===== src/rtl/char_phase_hist.sv =====
module char_phase_hist #(
  parameter int CELL_W = 8,
  parameter int CNT_W  = 16,
  localparam int PH_W  = $clog2(CELL_W),
  localparam int DLY_W = $clog2(CELL_W + 1)
) (
  input  logic             clk,
  input  logic             rst_n,
  input  logic             start_i,
  input  logic             word_vld_i,
  input  logic [31:0]      word_i,
  input  logic             line_start_i,
  input  logic             frame_done_i,
  output logic             done_o,
  output logic [DLY_W-1:0] delay_o
);

  typedef enum logic [1:0] {ACC, SRCH, HOLD} st_t;

  localparam logic [CNT_W-1:0] CMAX = '1;

  st_t              st_q;
  logic [PH_W-1:0]  phase_q, idx_q, min_idx_q;
  logic [CNT_W-1:0] min_q;
  logic [CNT_W-1:0] cnt_q [CELL_W];
  logic [7:0]       lit;
  logic [CELL_W-1:0] hit;
  logic [PH_W-1:0]  base, next_ph, new_idx;
  logic [CNT_W-1:0] cur;
  logic             take, last_step, busy;

  for (genvar k = 0; k < 8; k++) begin : g_slot
    assign lit[k] = |word_i[(k / 2) * 8 + ((k % 2) ? 0 : 4) +: 3];
  end

  assign base    = line_start_i ? '0 : phase_q;
  assign next_ph = PH_W'((int'(base) + 8) % CELL_W);

  always_comb begin
    hit = '0;
    for (int j = 0; j < CELL_W; j++)
      for (int k = 0; k < 8; k++)
        if ((int'(base) + k) % CELL_W == j) hit[j] = lit[k];
  end

  assign cur       = cnt_q[idx_q];
  assign take      = (idx_q == '0) || (cur < min_q);
  assign new_idx   = take ? idx_q : min_idx_q;
  assign last_step = idx_q == PH_W'(CELL_W - 1);
  assign busy      = st_q == SRCH;

  always_ff @(posedge clk or negedge rst_n) begin
    if (!rst_n) begin
      st_q      <= ACC;
      phase_q   <= '0;
      idx_q     <= '0;
      min_idx_q <= '0;
      min_q     <= '0;
      done_o    <= 1'b0;
      delay_o   <= '0;
      for (int j = 0; j < CELL_W; j++) cnt_q[j] <= '0;
    end else begin
      done_o <= 1'b0;
      if (start_i) begin
        st_q    <= ACC;
        phase_q <= '0;
        delay_o <= '0;
        for (int j = 0; j < CELL_W; j++) cnt_q[j] <= '0;
      end else begin
        case (st_q)
          ACC: begin
            if (word_vld_i) begin
              phase_q <= next_ph;
              for (int j = 0; j < CELL_W; j++)
                if (hit[j] && cnt_q[j] != CMAX) cnt_q[j] <= cnt_q[j] + 1'b1;
            end else if (line_start_i) begin
              phase_q <= '0;
            end
            if (frame_done_i) begin
              st_q  <= SRCH;
              idx_q <= '0;
            end
          end
          SRCH: begin
            if (take) min_q <= cur;
            min_idx_q <= new_idx;
            idx_q     <= idx_q + 1'b1;
            if (last_step) begin
              delay_o <= DLY_W'(CELL_W) - DLY_W'(new_idx);
              done_o  <= 1'b1;
              st_q    <= HOLD;
            end
          end
          default: ;
        endcase
      end
    end
  end

endmodule


===== config.mk =====
export PLATFORM = sky130hd
export DESIGN_NAME = char_phase_hist
export DESIGN_NICKNAME = d
export VERILOG_FILES = /design/src/rtl/char_phase_hist.sv
export SDC_FILE = /design/constraint.sdc
export NUM_CORES = 1
export LEC_CHECK = 0
export BUFFER_PORTS_ARGS = -buffer_cell sky130_fd_sc_hd__buf_2
export CAP_MARGIN = 40
export CORE_ASPECT_RATIO = 1.25
export CORE_MARGIN = 1.5
export CORE_UTILIZATION = 35
export DETAILED_ROUTE_END_ITERATION = 10
export HOLD_SLACK_MARGIN = 0.03
export SYNTH_ARGS = -nofsm -noshare
export SYNTH_HDL_FRONTEND = slang
export SYNTH_SLANG_ARGS = --single-unit

===== constraint.sdc =====
create_clock -name clk -period 3.8 [get_ports clk]
set_input_delay 0.19 -clock clk [delete_from_list [all_inputs] [get_ports clk]]
set_output_delay 0.19 -clock clk [all_outputs]
set_load 0.005 [all_outputs]

# After elaboration in Yosys (flattened, before gate mapping)
# Index checks and enable logic that the tools add are counted.
# word_totals
register_bits	160
latchBits	0
ramBits	0
romBits	0
in_bits	38
mem_count	0
# op_classes
addsub	18
multipliers	0
div	0
magnitude_cmp	2
eq_ne	69
shifts	0
mux	95
bitwise_logic	9
n_reduce_logical	61
# ops
cell	n
$mux W128	3
$logic_not A32 Y1	8
$mux W16	10
$add A16 B1 Y16 const B	8
$ne A16 B16 Y1 const B	8
$eq A4 B4 Y1 const B	28
$mux W1	67
$eq A4 B3 Y1 const B	14
$bmux W16 S3	1
$reduce_or A3 Y1	15
$reduce_and A3 Y1	11
$eq A4 B2 Y1 const B	7
$reduce_bool A2 Y1	13
$mux W3	6
$lt A16 B16 Y1	1
$eq A3 B3 Y1 const B	5
$add A3 B3 Y3 const B	4
$mux W4	3
$add A3 B1 Y3 const B	3
$logic_and A1 B1 Y1	8
$and A1 B1 Y1 const A	7
$add A3 B2 Y3 const B	2
$eq A3 B2 Y1 const B	2
$mux W2	3
other kinds (15)	17

# Depth between registers and ports, before layout
# Gate-level depths: netlist (run 1).
# depth
word_depth	17
depth_mapped	14

# Least setup slack after synthesis (run 1)
# OpenSTA, ideal clock, no wires.
# synth_path
path_type	flip-flop to flip-flop
from	register idx_q[0]
to	register delay_o[2]
t_arrival_ns	3.805
required_ns	3.699
setup_slack_ns	-0.106
stages_incl_launch_ff	14
path_buffers	2
period_less_slack_ns	3.906
path_cell_list	dfrtp_1 -> buf_6 -> buf_1 -> mux4_2 -> mux2_2 -> ha_1 -> nand4_1 -> nor3_1 -> nand2_1 -> o32ai_2 -> a21oi_1 -> ha_1 -> and3_1 -> nor4_1
# synth_via
elab_chain_cells	11
word_cells_on_any_way	15
cone_classes	add/sub (1); order compare (1); eq/ne (1); mux (7); bitwise (1); reduce/logical (4)
# synth_lines
element	line	text
start, declared	23	logic [PH_W-1:0] phase_q, idx_q, min_idx_q;
start signal, assigned	87	idx_q <= idx_q + 1'b1;
$not A3 Y4 (implied by the code)	46	assign cur = cnt_q[idx_q];
$bmux W16 S3	46	
$mux W16 (implied by the code) (2 in a row)	46	
named net cur[14]	29	logic [CNT_W-1:0] cur;
$lt A16 B16 Y1	47	assign take = (idx_q == '0) || (cur < min_q);
$logic_or A1 B1 Y1	47	
$mux W3	48	assign new_idx = take ? idx_q : min_idx_q;
$sub A4 B3 Y4	89	delay_o <= DLY_W'(CELL_W) - DLY_W'(new_idx);
$mux W4	88	if (last_step) begin
$mux W4	70	case (st_q)
$mux W4	64	if (start_i) begin
end signal, assigned	89	
end, declared	15	output logic [DLY_W-1:0] delay_o
# The timed path passes the listed nets, and every way through them passes these cells. The select of a mux whose other input is x is not followed.
# A chain may end at the register's enable or synchronous reset.

# Worst setup path in the final report (run 1)
# Ends and elaborated chain as after synthesis.

==> results of run 1 <==
layer usage:
metal / up-vias / part of all wire, % / GRT usage [%]
met5: - / 0 / 0
met3: 45 / 3.3 / 2.73
met2: 198 / 51 / 32.9
met4: 0 / 3.3 / 7.68
li1: 4117 / - / -
met1: 4316 / 43 / 23.9
where the power goes:
group          switching [mW]  internal [mW]
logic                   0.335          0.227
registers              0.0569           1.75
clock network           0.703           1.04
worst paths after layout:
check                      startpoint  slack [ns]          to  cells after the start
min in group clk              start_i        0.26     st_q[0]                      2
max in group asynchronous       rst_n        2.70  phase_q[1]                      4
max reg2reg                  idx_q[0]        0.24  delay_o[2]                     13
max                          idx_q[0]        0.24  delay_o[2]                     13
min reg2reg                  min_q[0]        0.50    min_q[0]                      1
min                             rst_n        0.17  cnt_q[118]                      2
sequential cells by signal, indices dropped and copies added, names as in the netlist:
register,flops
st_q,2
delay_o,4
idx_q,3
phase_q,3
min_q,16
cnt_q,128
min_idx_q,3
done_o,1
cell families (layout without fill, tap and decap cells):
kind of cell,count (synthesis),count (layout),synth area share [%]
simple gates,529,529,26.5
flops,160,160,38.1
compound gates,136,136,9.14
xor+xnor,100,100,8.33
buf+inv,96,143,3.95
mux,65,65,10.3
fa+ha+maj,31,31,3.69
timing repair:
action	4_1_cts	5_1_grt
endpoints found under the hold margin	144	0
setup buffers	0	1
setup endpoints to repair	0	20
gates resized for setup	0	3
hold buffers	2	0
placed cells by master, fill, tap and decap left out, types with 10 or more instances in the layout:
master / n
buf_2: 33
ha_1: 31
buf_4: 35
nor2b_1: 11
a21oi_1: 26
clkbuf_16: 17
xor2_1: 48
nor2_1: 151
o21ai_0: 17
and4_1: 15
xnor2_1: 52
nor3_1: 34
nand4_1: 37
or3_1: 10
mux2_2: 17
mux4_2: 32
nand2_1: 91
o21ai_1: 19
nand3_1: 71
and3_1: 21
inv_1: 35
mux2_1: 11
dfrtp_1: 159
nor4_1: 20
metrics by stage:
step / worst slack, ns / utilization, %
CTS: 0.157 / 40.3
global route: -0.0362 / 40.4
detailed placement: 0.166 / 38.2
global placement: 0.244 / 38.1
finish: 0.240 / 40.4
floorplan: 0.0591 / -
Yosys cell counts (7+ instances only):
library cell    n
mux2_1         11
xnor2_1        52
clkbuf_1       28
o211ai_1        7
dfrtp_1       160
a21oi_1        26
nor2b_1        11
nand3_1        71
buf_1           8
buf_2          17
ha_1           31
nand4_1        37
and4_1         15
nor4_1         20
xor2_1         48
o21ai_0        17
mux2_2         17
and3_1         21
a211oi_1        7
nor2_1        151
nor3b_1         9
nor3_1         35
and2_1          9
nand2_1        91
or3_1          10
nor4b_1         9
inv_1          35
mux4_2         32
o21ai_1        19
worst register-to-register path: cells and delay by family, from the launching register on:
kind | cells | cell delay (ns)
AO/OA/AOI/OAI | 2 | 0.53
adder cells (fa/ha/maj) | 2 | 0.52
buffers and inverters | 1 | 0.18
flip-flops | 1 | 0.41
multiplexers | 2 | 0.88
AND/OR/NAND/NOR | 6 | 0.95
final cells by class:
cell class	instances	area (um^2)
clock inverters	9	105
multi-input cells	861	6120
inverters	36	135
repair buffers	75	547
fillers	2951	17500
clock buffers	23	488
flip-flops and latches	160	4010
well taps	396	495
==> out/results.ini, run 1 <==
[setup_path]
path_buf_inv = 1
critical_path_arrival_ns = 3.89
cp-start-kind = flip-flop
crit_slowest_cell = mux4_2
required_ns = 4.13
crit_fanout = 15
cp_top_family = simple AND/OR/NAND/NOR gates
cp_common_cell = ha_1
crit_path_end_kind = flip-flop
max_stage_delay_ns = 0.56
path_class = flip-flop to flip-flop
crit_chain = buf_12 -> mux4_2 -> mux2_2 -> ha_1 -> nand4_1 -> nor3_2 -> nand2_1 -> o32ai_4 -> nor2_1 -> a21oi_1 -> ha_1 -> nor3_1 -> nor4_1

[die]
dieHeight_um = 197
start_util_pct = 35.7
io_pins = 43
die-area_um2 = 31100
fp.dieW_um = 158
core.rowCount = 70
core_um2 = 29400

[synth]
ys.flop_type = dfrtp_1
synthTopCellsByArea = dfrtp_1, mux4_2, nor2_1
synth_top_area_share_pct = 38.1
synth_edf_count = 0
synth_top_cell_by_area = dfrtp_1
syn_area_per_cell_um2 = 9.41
syn-num-nets = 1186
synth.cell_area_um2 = 10500
yosysWarnings = 0
ys_seq_area_share_pct = 38.1
netlist_instances = 1117
async_flop_share_pct = 100
ys_types = 87
synth-seq-cells = 160

[route]
vias = 8676
ant_nets = 0
routedWlPerCell_um = 18.2
drcViolationCount = 0
via_per_inst = 5.56
drt_wl_total_um = 28400
drt-pass1-iter-count = 5
dr.first_iter.drc_count = 638

[final_layout]
drive_gt1_share_pct = 15.7
antenna_cells = 0
design_area_um2 = 11900
area_growth_pct = 13.1
layout.nets = 1220
final_cells = 1560

[place]
dp_cells = 1525
gp_congestion = 0.856
dp_hpwl_um = 20700
placed_area_um2 = 11200
io_buffers = 34

[timing]
tightest_slew_ns = 0.840
hold_slack_ns = 0.165
timing.setup.tns_ns = 0
finClkSkew_ns = 0.0111
report.final.slew_viol_count = 0
fin_crit_sh_pct = 93.7
finalSetupViolCount = 0
hold_viol = 0
fmax_ghz = 0.281
period_minus_slack_ns = 3.56
slew_headroom_pct = 43.3

[flow_run]
drv_cap = 0

[grt]
grt_pass1_vias = 8597
overflow = 0
grt_max_degree = 90
antenna_found_initial = 0
grt_pass1_wl_um = 46400
track_usage_pct = 19.1

[clock_tree]
cts_tree = yes
cts-root-buf = clkbuf_16
clk_pin_slew_ns = 0.06
cts.sinks = 160
clock_latency_ns = 0.43
cts_made_buffers = 17
htreeDepth = 4
cts_buffer_depth = 2

[hold_path]
hp-class = primary input to asynchronous set/reset pin

[outcome]
outcome = finished clean

[pwr]
power.density_nw_per_um2 = 345
p_leak_nw = 4.74
p_total_mw = 4.10
ir_drop_v = 0.000383

Power figures use the tool's default switching activity.
==> run 2, diff against run 1 <==
CORE_UTILIZATION = 30   (was 35)
==> run 2 against run 1 <==
  * Sequential share of layout area is 0.66 points lower
  * Clock skew is 0.0022 ns lower
  * Utilization is 5.3 points lower
  * Largest power group unchanged
  * Via count is 0.30% higher
  * Largest cell class unchanged
  * Cell count is 5.4% higher
  * Combinational power is 14% higher
  * Sequential cell count stayed put
  * Clock power is 6% lower
  * Wire length is 0.95% higher
==> out/results.ini, run 2 (synthesis results as in run 1) <==
[clock_tree]
cts-root-buf = clkbuf_16  ; unchanged
clock_latency_ns = 0.44  ; was 0.43 ns
htreeDepth = 4  ; unchanged
cts.sinks = 160  ; unchanged
cts_buffer_depth = 2  ; unchanged
cts_tree = yes  ; unchanged
cts_made_buffers = 17  ; unchanged
clk_pin_slew_ns = 0.06  ; about the same

[route]
drt-pass1-iter-count = 7  ; was 5
drcViolationCount = 0  ; unchanged
dr.first_iter.drc_count = 650  ; was 638
via_per_inst = 5.29  ; was 5.56
drt_wl_total_um = 28600  ; was 28,400 um
vias = 8702  ; was 8,676
ant_nets = 0  ; unchanged
routedWlPerCell_um = 17.4  ; was 18.2 um

[die]
core_um2 = 34500  ; was 29,400 um^2
io_pins = 43  ; unchanged
core.rowCount = 76  ; was 70
dieHeight_um = 212  ; was 197 um
fp.dieW_um = 170  ; was 158 um
die-area_um2 = 36200  ; was 31,100 um^2
start_util_pct = 30.5  ; was 35.7%

[setup_path]
path_buf_inv = 2  ; was 1
cp-start-kind = flip-flop  ; unchanged
max_stage_delay_ns = 0.54  ; was 0.56 ns
r2r_slack_ns = 0.13  ; was 0.24 ns
path_class = flip-flop to flip-flop  ; unchanged
critical_path_arrival_ns = 3.98  ; was 3.89 ns
r2r-start = idx_q[0]  ; unchanged
crit_chain = buf_12 -> mux4_2 -> mux2_2 -> ha_1 -> a21oi_2 -> o21ai_1 -> a221oi_2 -> o32ai_4 -> buf_4 -> nor2_1 -> a21oi_1 -> ha_2 -> nor3_1 -> nor4_2  ; was buf_12 -> mux4_2 -> mux2_2 -> ha_1 -> nand4_1 -> nor3_2 -> nand2_1 -> o32ai_4 -> nor2_1 -> a21oi_1 -> ha_1 -> nor3_1 -> nor4_1
crit_fanout = 8  ; was 15
required_ns = 4.11  ; was 4.13 ns
crit_path_end_kind = flip-flop  ; unchanged
rr_worst_depth = 14  ; was 13
worstReg2RegEnd = delay_o[2]  ; unchanged
cp_top_family = compound AO/OA/AOI/OAI gates  ; was simple AND/OR/NAND/NOR gates
crit_slowest_cell = mux4_2  ; unchanged

[place]
gp_congestion = 0.906  ; was 0.856
io_buffers = 34  ; unchanged
dp_hpwl_um = 20800  ; was 20,700 um
post-place-ws_ns = 0.0631  ; was 0.166 ns

[timing]
fin_crit_sh_pct = 96.6  ; was 93.7%
period_minus_slack_ns = 3.67  ; was 3.56 ns
finalSetupViolCount = 0  ; unchanged
slew_headroom_pct = 39.9  ; was 43.3%
tightest_slew_ns = 0.889  ; was 0.840 ns
finClkSkew_ns = 0.00889  ; was 0.0111 ns
hold_viol = 0  ; unchanged
report.final.slew_viol_count = 0  ; unchanged
setup_slack_ns = 0.130  ; was 0.240 ns
hold_slack_ns = 0.164  ; was 0.165 ns
fmax_ghz = 0.273  ; was 0.281 GHz

[final_layout]
mostFrequentLayoutCells = dfrtp_1, nor2_1, nand2_1  ; unchanged
top_regs = cnt_q (128), min_q (16), delay_o (4)  ; unchanged
final-seq-area_um2 = 4010  ; unchanged
layout.nets = 1233  ; was 1,220
antenna_cells = 0  ; unchanged
area_growth_pct = 15.4  ; was 13.1%
largest_reg_flops = 128  ; unchanged
multiInputGateArea_um2 = 6160  ; was 6120 um^2
largest-register = cnt_q  ; unchanged
drive_gt1_share_pct = 17.0  ; was 15.7%
fillerInstances = 3443  ; was 2,951
layout_commonest_cell = dfrtp_1  ; unchanged

[pwr]
power.density_nw_per_um2 = 337  ; was 345 nW/um^2
ir_drop_v = 0.000210  ; was 0.000383 V
p_leak_nw = 4.81  ; was 4.74 nW

[grt]
grt_pass1_wl_um = 46200  ; was 46,400 um
overflow = 0  ; unchanged
grt_max_degree = 74  ; was 90
grt_pass1_vias = 8402  ; was 8,597
antenna_found_initial = 0  ; unchanged
track_usage_pct = 16.5  ; was 19.1%

[hold_path]
hp-class = primary input to asynchronous set/reset pin  ; unchanged

[flow_run]
drv_cap = 0  ; unchanged

[outcome]
outcome = finished clean  ; unchanged

-- run 2: cell count changes in the layout (fill, tap and decap cells not counted), sizes merged --
| cell | before | now |
|---|---|---|
| inv | 37 | 36 |
| bufinv | 2 | 1 |
| buf | 73 | 84 |
| clkinv | 5 | 4 |
| clkinvlp | 1 | 0 |
| clkbuf | 23 | 28 |
-- run 2: cell type report --
class	count	share of cell area, %
Clock buffer	26	4.12
Clock inverter	5	0.444
Inverter	36	1.11
Multi-Input combinational cell	861	50.8
Sequential cell	160	33.0
Tap cell	468	4.83
Timing Repair Buffer	88	5.70
-- run 2: power by group --
group | switching [mW] | total [mW] | internal (mW)
Combinational | 0.351 | 0.639 | 0.288
Sequential | 0.0614 | 1.81 | 1.75
Clock | 0.676 | 1.64 | 0.965
-- run 2: worst max path at each step --
stage,to,cells after the start,slack (ns),from
final,delay_o[2],14,0.13,idx_q[0]
after CTS,delay_o[2],13,0.005,idx_q[0]
after detailed placement,delay_o[2],13,0.06,idx_q[0]
after global routing,min_q[10],14,-0.07,idx_q[0]
after floorplan,delay_o[2],13,0.06,idx_q[0]
after global placement,delay_o[2],13,0.17,idx_q[0]
-- run 2: layer usage --
| layer | vias to the layer above | part of all wire [%] | track usage, % |
|---|---|---|---|
| met1 | 4305 | 43 | 20.6 |
| li1 | 4143 | - | - |
| met5 | - | 0 | 0 |
| met3 | 57 | 3.7 | 2.83 |
| met4 | 0 | 4.2 | 8.12 |
| met2 | 197 | 50 | 27.3 |
-- run 2: timing repair --
action                                 in CTS  in global routing
setup endpoints to repair                   0                  5
gates resized for setup                     0                 12
buffers inserted                            0                 13
hold buffers                                2                  0
endpoints found under the hold margin      88                  0
-- run 2: through the flow --
stage | utilization, % | total power, mW | area, um^2 | std cells | TNS (ns)
after floorplan | - | 2.18 | 10500 | 1117 | 0
after global placement | 32.8 | 2.37 | 11300 | 1594 | 0
after detailed placement | 32.9 | 2.38 | 11300 | 1596 | 0
after CTS | 34.5 | 4.04 | 11900 | 1629 | 0
after global routing | 35.1 | 4.28 | 12100 | 1644 | -0.719
final | 35.1 | 4.09 | 12100 | 1644 | 0
-- run 2: worst register-to-register path: stages (launching register included) --
cell and delay [ns]:
dfrtp_2 0.52, buf_12 0.18, mux4_2 0.54, mux2_2 0.30, ha_1 0.31, a21oi_2 0.15
o21ai_1 0.10, a221oi_2 0.43, o32ai_4 0.18, buf_4 0.18, nor2_1 0.09, a21oi_1 0.06
ha_2 0.18, nor3_1 0.24, nor4_2 0.08
==> run 3, diff against run 2 <==
BUFFER_PORTS_ARGS = default   (was -buffer_cell sky130_fd_sc_hd__buf_2)
DONT_BUFFER_PORTS = 1   (was default)
==> run 3 against run 2 <==
  * The flow now finishes with violations (hold timing)
  * Register-to-register slack better by 0.06 ns
  * Global-route usage fell by 0.54 points
  * Die area unchanged
  * Via count shrank 1.2%
  * Wire length decreased by 2.9%
  * Sequential cell count unchanged
  * Clock skew about the same
  * Largest cell class unchanged
  * Highest routed layer is now met5
==> out/results.ini, run 3 (synthesis results as in run 1) <==
[final_layout]
largest-register = cnt_q  ; unchanged
drive_gt1_share_pct = 13.9  ; was 17.0%
layout.nets = 1189  ; was 1,233
antenna_cells = 0  ; unchanged
area_growth_pct = 12.8  ; was 15.4%
mostFrequentLayoutCells = dfrtp_1, nor2_1, nand2_1  ; unchanged
fillerInstances = 3466  ; was 3,443
layout_commonest_cell = dfrtp_1  ; unchanged
largest_reg_flops = 128  ; unchanged
final_cells = 1601  ; was 1,644
design_area_um2 = 11900  ; was 12,100 um^2
top_regs = cnt_q (128), min_q (16), delay_o (4)  ; unchanged

[clock_tree]
cts_made_buffers = 17  ; unchanged
cts_buffer_depth = 2  ; unchanged
cts-root-buf = clkbuf_16  ; unchanged
htreeDepth = 4  ; unchanged
cts_tree = yes  ; unchanged
clock_latency_ns = 0.44  ; about the same
postCtsHoldBufs = 4  ; was 2
cts.sinks = 160  ; unchanged
clk_pin_slew_ns = 0.07  ; was 0.06 ns

[grt]
track_usage_pct = 15.9  ; was 16.5%
grt_pass1_vias = 8342  ; was 8,402
overflow = 0  ; unchanged
antenna_found_initial = 2  ; was 0
grt_pass1_wl_um = 44600  ; was 46,200 um
grt_max_degree = 161  ; was 74

[route]
ant_nets = 0  ; unchanged
routedWlPerCell_um = 17.4  ; about the same
via_per_inst = 5.37  ; was 5.29
drcViolationCount = 0  ; unchanged
drt-pass1-iter-count = 6  ; was 7
drt_wl_total_um = 27800  ; was 28,600 um
dr.first_iter.drc_count = 659  ; was 650
vias = 8597  ; was 8,702

[timing]
timing.setup.tns_ns = 0  ; unchanged
slew_headroom_pct = 39.7  ; was 39.9%
fmax_ghz = 0.277  ; was 0.273 GHz
rsz0062_at_grt = no
finClkSkew_ns = 0.00896  ; was 0.00889 ns
tightest_slew_ns = 0.897  ; was 0.889 ns
period_minus_slack_ns = 3.61  ; was 3.67 ns
finalSetupViolCount = 0  ; unchanged
report.final.slew_viol_count = 0  ; unchanged
hold_slack_ns = -0.557  ; was 0.164 ns
hold_viol = 160  ; was 0
fin_crit_sh_pct = 94.9  ; was 96.6%

[pwr]
p_leak_nw = 4.62  ; was 4.81 nW
power.density_nw_per_um2 = 343  ; was 337 nW/um^2
ir_drop_v = 0.000284  ; was 0.000210 V

[setup_path]
crit_path_end_kind = flip-flop  ; unchanged
crit_slowest_cell = mux4_2  ; unchanged
cp-start-kind = flip-flop  ; unchanged
r2r_slack_ns = 0.19  ; was 0.13 ns
critical_path_arrival_ns = 3.90  ; was 3.98 ns
required_ns = 4.10  ; was 4.11 ns
path_class = flip-flop to flip-flop  ; unchanged
cp_common_cell = buf_4
max_stage_delay_ns = 0.53  ; was 0.54 ns
crit_chain = buf_12 -> buf_12 -> buf_4 -> mux4_2 -> mux2_2 -> ha_1 -> and4_1 -> a221oi_2 -> buf_4 -> o32ai_2 -> buf_4 -> nor2_1 -> a21oi_2 -> ha_1 -> nor3_1 -> nor4_2  ; was buf_12 -> mux4_2 -> mux2_2 -> ha_1 -> a21oi_2 -> o21ai_1 -> a221oi_2 -> o32ai_4 -> buf_4 -> nor2_1 -> a21oi_1 -> ha_2 -> nor3_1 -> nor4_2
crit_fanout = 10  ; was 8

[place]
gp_congestion = 0.905  ; was 0.906
placed_area_um2 = 11100  ; was 11,300 um^2
io_buffers = 0  ; was 34
dp_cells = 1557  ; was 1,596
dp_hpwl_um = 19700  ; was 20,800 um

[die]
core.rowCount = 76  ; unchanged
start_util_pct = 30.5  ; unchanged
die-area_um2 = 36200  ; unchanged
core_um2 = 34500  ; unchanged
fp.dieW_um = 170  ; unchanged
io_pins = 43  ; unchanged
dieHeight_um = 212  ; unchanged

[outcome]
violations = hold timing
outcome = finished with violations  ; was finished clean

[flow_run]
drv_cap = 0  ; unchanged

[hold_path]
hp-class = primary input to asynchronous set/reset pin  ; unchanged

## run 3: cell count changes in the layout (fill, tap and decap cells not counted), moves of 2 or more
| cell | delta |
|---|---|
| buf_4 | -10 |
| clkbuf_1 | -5 |
| clkinv_4 | +2 |
| ha_1 | +2 |
| inv_6 | +2 |
| buf_2 | -33 |
| clkbuf_16 | -2 |
## run 3: path summary, 6_finish.rpt
kind,depth (start not counted),start,end
max in group asynchronous,0,rst_n,cnt_q[63]
setup reg to reg,16,idx_q[0],delay_o[2]
hold / removal,0,rst_n,cnt_q[114]
hold reg to reg,1,min_q[0],min_q[0]
min in group clk,2,start_i,idx_q[2]
setup / recovery,16,idx_q[0],delay_o[2]
## run 3: what timing repair did
action,CTS,global route
buffers inserted,0,8
endpoints found under the hold margin,298,160
endpoints found under the setup margin,0,2
resized for setup,0,7
## run 3: final cells by class
type | instances | area [um^2] | share of cell area [%]
multi-input combinational | 861 | 6120 | 51.6
sequential | 160 | 4010 | 33.8
tap | 468 | 586 | 4.94
clock buffer | 20 | 467 | 3.93
timing repair buffer | 44 | 415 | 3.50
inverter | 36 | 135 | 1.14
clock inverter | 12 | 131 | 1.11
## run 3: routing by layer
layer | global-route usage [%] | vias to the layer above | routed length (um)
met5 | 0 | - | 13
met4 | 9.00 | 2 | 1310
met3 | 2.44 | 70 | 1110
met2 | 26.4 | 242 | 13600
met1 | 19.7 | 4214 | 11800
li1 | - | 4069 | -
## run 3: power by group
part / internal [mW] / switching (mW)
Combinational: 0.241 / 0.288
Sequential: 1.75 / 0.0573
Clock: 1.02 / 0.721
Total: 3.01 / 1.07
## run 3: stage by stage
stage	setup WS (ns)	power (mW)	utilization, %
after floorplan	0.0591	2.18	-
after global placement	0.181	2.28	32.2
after detailed placement	0.185	2.29	32.2
after CTS	0.159	4.08	34.1
after global routing	0.0140	4.24	34.4
final	0.194	4.07	34.4
## run 3: critical path, delay by kind of cell (launching register included)
kind	cells	cell delay, ns
adders and majority gates	2	0.49
buffers and inverters	5	0.72
and+or+nand+nor	4	0.59
DFF	1	0.46
AOI/OAI and AO/OA	3	0.37
muxes	2	0.83
